<file path="src/rtl/burst_pkg.sv">
package burst_pkg;
  localparam int BEAT_W = 2;
  typedef logic [BEAT_W-1:0] beat_t;
  typedef enum logic {SEQ_LINEAR = 1'b0, SEQ_XOR = 1'b1} seq_mode_e;
endpackage

</file>
<file path="src/rtl/burst_beat_ctr.sv">
module burst_beat_ctr
  import burst_pkg::*;
(
  input  logic  clk,
  input  logic  rst_n,
  input  logic  load,
  input  logic  step,
  output beat_t count
);
  always_ff @(posedge clk) begin
    if (!rst_n)    count <= '0;
    else if (load) count <= '0;
    else if (step) count <= count + beat_t'(1);
  end
endmodule

</file>
<file path="src/rtl/burst_base_reg.sv">
module burst_base_reg
  import burst_pkg::*;
#(
  parameter int AW = 20
) (
  input  logic          clk,
  input  logic          rst_n,
  input  logic          load,
  input  logic [AW-1:0] base_in,
  input  logic          mode_in,
  output logic [AW-1:0] base_q,
  output seq_mode_e     mode_q
);
  always_ff @(posedge clk) begin
    if (!rst_n) begin
      base_q <= '0;
      mode_q <= SEQ_LINEAR;
    end else if (load) begin
      base_q <= base_in;
      mode_q <= seq_mode_e'(mode_in);
    end
  end
endmodule

</file>
<file path="src/rtl/burst_low_map.sv">
module burst_low_map
  import burst_pkg::*;
(
  input  beat_t     start,
  input  beat_t     count,
  input  seq_mode_e mode,
  output beat_t     low
);
  beat_t lin_low;
  beat_t xor_low;
  assign lin_low = start + count;
  assign xor_low = start ^ count;
  always_comb begin
    case (mode)
      SEQ_XOR: low = xor_low;
      default: low = lin_low;
    endcase
  end
endmodule

</file>
<file path="src/rtl/burst_addr_gen.sv">
module burst_addr_gen
  import burst_pkg::*;
#(
  parameter int AW = 20
) (
  input  logic          clk,
  input  logic          rst_n,
  input  logic          strobe_cpu,
  input  logic          strobe_ctl,
  input  logic [AW-1:0] base_addr,
  input  logic          seq_mode,
  input  logic          advance,
  output logic [AW-1:0] burst_addr,
  output logic [1:0]    beat_idx
);
  localparam int UW = AW - BEAT_W;

  logic          load;
  logic [AW-1:0] base_q;
  seq_mode_e     mode_q;
  beat_t         count;
  beat_t         low;

  assign load = strobe_cpu | strobe_ctl;

  burst_base_reg #(.AW(AW)) u_base (
    .clk(clk), .rst_n(rst_n), .load(load),
    .base_in(base_addr), .mode_in(seq_mode),
    .base_q(base_q), .mode_q(mode_q)
  );

  burst_beat_ctr u_ctr (
    .clk(clk), .rst_n(rst_n), .load(load),
    .step(advance), .count(count)
  );

  burst_low_map u_map (
    .start(base_q[BEAT_W-1:0]), .count(count),
    .mode(mode_q), .low(low)
  );

  assign burst_addr = {base_q[AW-1:BEAT_W], low};
  assign beat_idx   = count;

  initial begin
    if (UW < 1) $error("AW must exceed the beat width");
  end
endmodule

</file>
<file path="config.mk">
export PLATFORM = sky130hd
export DESIGN_NAME = burst_addr_gen
export DESIGN_NICKNAME = d
export VERILOG_FILES = /design/src/rtl/burst_pkg.sv /design/src/rtl/burst_beat_ctr.sv /design/src/rtl/burst_base_reg.sv /design/src/rtl/burst_low_map.sv /design/src/rtl/burst_addr_gen.sv
export SDC_FILE = /design/constraint.sdc
export NUM_CORES = 1
export LEC_CHECK = 0
export BUFFER_PORTS_ARGS = -buffer_cell sky130_fd_sc_hd__buf_2
export CAP_MARGIN = 0
export CORE_MARGIN = 1
export CORE_UTILIZATION = 35
export CTS_CLUSTER_DIAMETER = 80
export DETAILED_ROUTE_END_ITERATION = 8
export HOLD_SLACK_MARGIN = 0.08
export PLACE_DENSITY = 0.58
export SLEW_MARGIN = 0
export SYNTH_ARGS = -nofsm -noshare
export SYNTH_HDL_FRONTEND = slang
export SYNTH_SLANG_ARGS = --single-unit
</file>
<file path="constraint.sdc">
create_clock -name clk -period 1.35 [get_ports clk]
set_clock_uncertainty 0.1 [all_clocks]
set_input_delay 0.135 -clock clk [delete_from_list [all_inputs] [get_ports clk]]
set_output_delay 0.135 -clock clk [all_outputs]
set_load 0.05 [all_outputs]
</file>
== Word level (Yosys, flattened, before mapping) ==
Cells that the tools add are included.

* Reduce and logical (&&, ||, !) cells: 1
* Bitwise logic cells: 3
* Add/subtract/negate cells: 2
* Mux-type cells: 1

{| class="wikitable"
|+ Operators by type and width
! operator !! number
|-
| $add A2 B1 Y2 const B || 1
|-
| $add A2 B2 Y2 || 1
|-
| $mux W2 || 1
|-
| $reduce_or A2 Y1 || 1
|-
| $xor A2 B2 Y2 || 1
|-
| $not A1 Y1 || 1
|-
| $or A1 B1 Y1 || 1
|}

* Input port bits: 26
* Register bits: 23
* Output and inout port bits: 22
* Logic and storage cells: 10

== Longest topological paths before layout ==
* Depth in word-level cells: 2
* Gate-level depth with buffers: 3
* Depth with buffers taken out: 3

== Modules after synthesis ==
From an unflattened synthesis, not the netlist that was laid out.

* Cell total of the unflattened synthesis: 81
* Area, all modules: 948.4 um^2

{| class="wikitable"
|+ By module, submodules not included
! module !! instances !! sequential area each (um^2) !! area an instance (um^2) !! cells an instance
|-
| burst_base_reg || 1 || 420.4 || 820.8 || 68
|-
| burst_beat_ctr || 1 || 40.0 || 85.1 || 8
|-
| burst_low_map || 1 || 0.0 || 36.3 || 4
|-
| burst_addr_gen || 1 || 0.0 || 6.3 || 1
|}

== Worst setup path after synthesis ==
No wires, ideal clock.

* Path kind: register -> output
* Start point: register u_ctr.count[0]
* End point: output burst_addr[1]
* Stages on the path, launching flop included: 4
* Slack: -0.600 ns
* Path buffers: 0
* Data required time: 1.115 ns
* Data arrival time: 1.715 ns
* Path through: dfxtp_1 > ha_1 > nor2b_1 > xnor2_1

* Word-level cells in the longest chain between the ends: 2

{| class="wikitable"
|+ Ends and longest elaborated chain
! item !! RTL line !! text
|-
| start, declared || burst_beat_ctr.sv:8 || <nowiki>output beat_t count</nowiki>
|-
| start signal, assigned || burst_beat_ctr.sv:13 || <nowiki>else if (step) count <= count + beat_t'(1);</nowiki>
|-
| $add A2 B2 Y2 || burst_low_map.sv:11 || <nowiki>assign lin_low = start + count;</nowiki>
|-
| $mux W2 || burst_low_map.sv:14 || <nowiki>case (mode)</nowiki>
|-
| end, declared || burst_addr_gen.sv:13 || <nowiki>output logic [AW-1:0] burst_addr,</nowiki>
|}

No other way between the ends.

== Final worst setup path ==
* Start point: register u_base.base_q[0]
* End point: output burst_addr[1]

* Word-level cells in the longest chain between the ends: 2

{| class="wikitable"
|+ Ends and longest elaborated chain
! item !! RTL line !! text
|-
| start, declared || burst_base_reg.sv:11 || <nowiki>output logic [AW-1:0] base_q,</nowiki>
|-
| start signal, assigned || burst_base_reg.sv:19 || <nowiki>base_q <= base_in;</nowiki>
|-
| $add A2 B2 Y2 || burst_low_map.sv:11 ||
|-
| $mux W2 || burst_low_map.sv:14 ||
|}

No other way between the ends.

==> run metrics <==
Setup crit end kind=primary output; H-tree depth=1; highest metal used=met4; Routed WL=2.49 mm; FP Rows=20; port buffer count=47; Setup-failing EPs final=1; Crit Path Class=reg -> out; first-pass GRT wire length=4.05 mm; final worst path period share=1.12; post-route cell area=0.00165 mm²; Hold WC Path Type=in -> reg; Crit path largest cell delay=0.37 ns; status=finished with violations; nets@finish=201; grt ovf=0; DR vias/cell=4.65; Final Max Tran Viols=0; share of cells above drive strength 1=0.399; top post-synthesis cells by area=dfxtp_1 39%, or3b_1 13%, buf_4 11%; #FFs+latches synth=23; R2R cell count=2; measured slew at the worst slew-check pin=0.367 ns; Worst Setup SP=u_base.base_q[0]; worst vdd ir=0.000456 V; routed wl met3=106 µm; CP delay by family, top=flip-flops; Cell Pwr Density=882 mW/mm²; Reg clk slew, reported paths=0.12 ns; Fmax=663 MHz; r2r setup slk=0.21 ns; CTS tree=built; Residual DRC=0; final core occ=0.526; failing checks=setup timing; Die Y=60.2 µm; die area=0.00362 mm²; wire length on met1=1.18 mm; clock buffer depth=2; final count of hold timing violations=0; Syn Std Cell Area=0.00118 mm²; First-pass DRT Iterations=3; Syn-to-layout area delta=38.9%; Arr. time, crit path=1.27 ns; Ports=48; Final Power=0.00145 W; metal2 WL=1.18 mm; all-layer global routing usage=0.148; crit start category=flop; drt wl/cell=11.5 µm; post-route antenna net violation count=0; TritonCTS buffer count=3; GP Congestion=0.609; Via Count=1010; Mapped Cells=124; clock tree sinks=23; Distinct cells, synth=19; Synthesized Nets=151; reg-to-reg endpoint=u_base.base_q[0]; setup ws final=-0.158 ns; Starting DRT DRC Count=32; RSZ-0062 raised after global routing=yes; biggest area consumer among synthesized cells=dfxtp_1; Slew Limit Headroom=0.755; # fillers=302; most common cell after layout, fill and taps aside=buf_2; Antenna diodes=0; Pleak=0.712 nW; reg-to-reg critical path startpoint=u_base.base_q[0]; WP buf/inv=1; vias in the first global route=936; Max Cap Viol=0; hpwl dp=1.61 mm; CP endpoint=burst_addr[1]; mean post-synth cell area=9.56 µm²; minimum clock period=1.51 ns; placed inst area=0.00137 mm²; Die Width=60.2 µm; crit-path cells=ha_4 -> nor2b_4 -> xnor2_4 -> buf_6; Critical Path RT=1.12 ns; number of cells on the worst hold path=3; critical path depth=4; largest net degree at the start of global routing=24; initial antenna violation count=0; worst skew pair latency=0.30 ns; sequential share of the synthesized area=0.389; Critical Path Fanout Max=2; synth warn=0; clock root buffer=clkbuf_4; top cell type's share of synthesized area=0.389; commonest non-fill, non-tap cells in the layout=45 x buf_2, 21 x o21ai_0, 21 x dlygate4sd3_1; slowest CP cell=dfxtp_2; Initial Utilization=0.379; core area=0.00313 mm²
## cell type report
class / instances / area (µm²) / area share
timing repair buffer: 73 / 512 / 0.311
clock buffer: 4 / 26.3 / 0.0160
sequential: 23 / 467 / 0.284
multi-input combinational: 73 / 586 / 0.356
tap: 44 / 55.1 / 0.0335
## timing repair
| item | in CTS | in global routing |
|---|---|---|
| buffers inserted | 1 | 0 |
| pin swaps | 2 | 0 |
| hold buffers | 21 | 0 |
| resized for setup | 7 | 1 |
| hold endpoints to repair | 21 | 0 |
| endpoints found under the setup margin | 2 | 2 |
## worst register-to-register path, cell delays in order (launching register included)
cell and delay [ns]:
dfxtp_2 0.37, or3b_2 0.43, a21boi_0 0.17
## how the worst min path moves through the flow
stage,startpoint,end,slack (ns)
3_5_place_dp,base_addr[17],u_base.base_q[17],0.30
3_3_place_gp,base_addr[11],u_base.base_q[11],0.30
4_1_cts,advance,u_ctr.count[0],0.08
2_1_floorplan,rst_n,u_base.base_q[0],0.19
6_report,advance,u_ctr.count[0],0.1
5_1_grt,advance,u_ctr.count[0],0.10
## metal layers
layer / vias to the layer above / global-route usage
li1: 517 / -
met1: 463 / 0.183
met2: 28 / 0.251
met3: 2 / 0.0260
met4: 0 / 0.0598
met5: - / 0
## cell families (layout without fill, tap and decap cells)
kind of cell,after synthesis,in the layout,synth area share
AO/OA/AOI/OAI,44,44,0.252
XOR/XNOR,3,3,0.0222
buffers and inverters,28,77,0.150
adder cells (fa/ha/maj),1,1,0.0106
AND/OR/NAND/NOR,25,25,0.176
flip-flops,23,23,0.389
## cells in the mapped netlist (all sizes together)
library cell and n:
ha 1, nor2b 1, xor2 1, buf 20, and3 1, a21boi 22
and3b 1, o21ai 21, dfxtp 23, or3b 21, clkbuf 8, nor2 1
o211a 1, xnor2 2
## report_power, final
part | internal [W] | switching [W]
Combinational | 0.000168 | 0.000237
Clock | 0.000115 | 0.000195
Sequential | 0.000717 | 0.0000193
Total | 0.00100 | 0.000451
## sequential cells by signal (all words and copies together), names as in the netlist
register and flops:
u_base.mode_q 1, u_base.base_q 20, u_ctr.count 2
## stage by stage
stage,setup TNS [ns],setup slack (ns),hold WS (ns),cells
after global routing,-0.218,-0.218,0.104,217
after floorplan,0,0.0223,0.189,124
final,-0.158,-0.158,0.0969,217
after detailed placement,0,0.0322,0.305,191
after CTS,-0.186,-0.186,0.0831,217
after global placement,0,0.0575,0.299,191
Power figures use the tool's default switching activity.
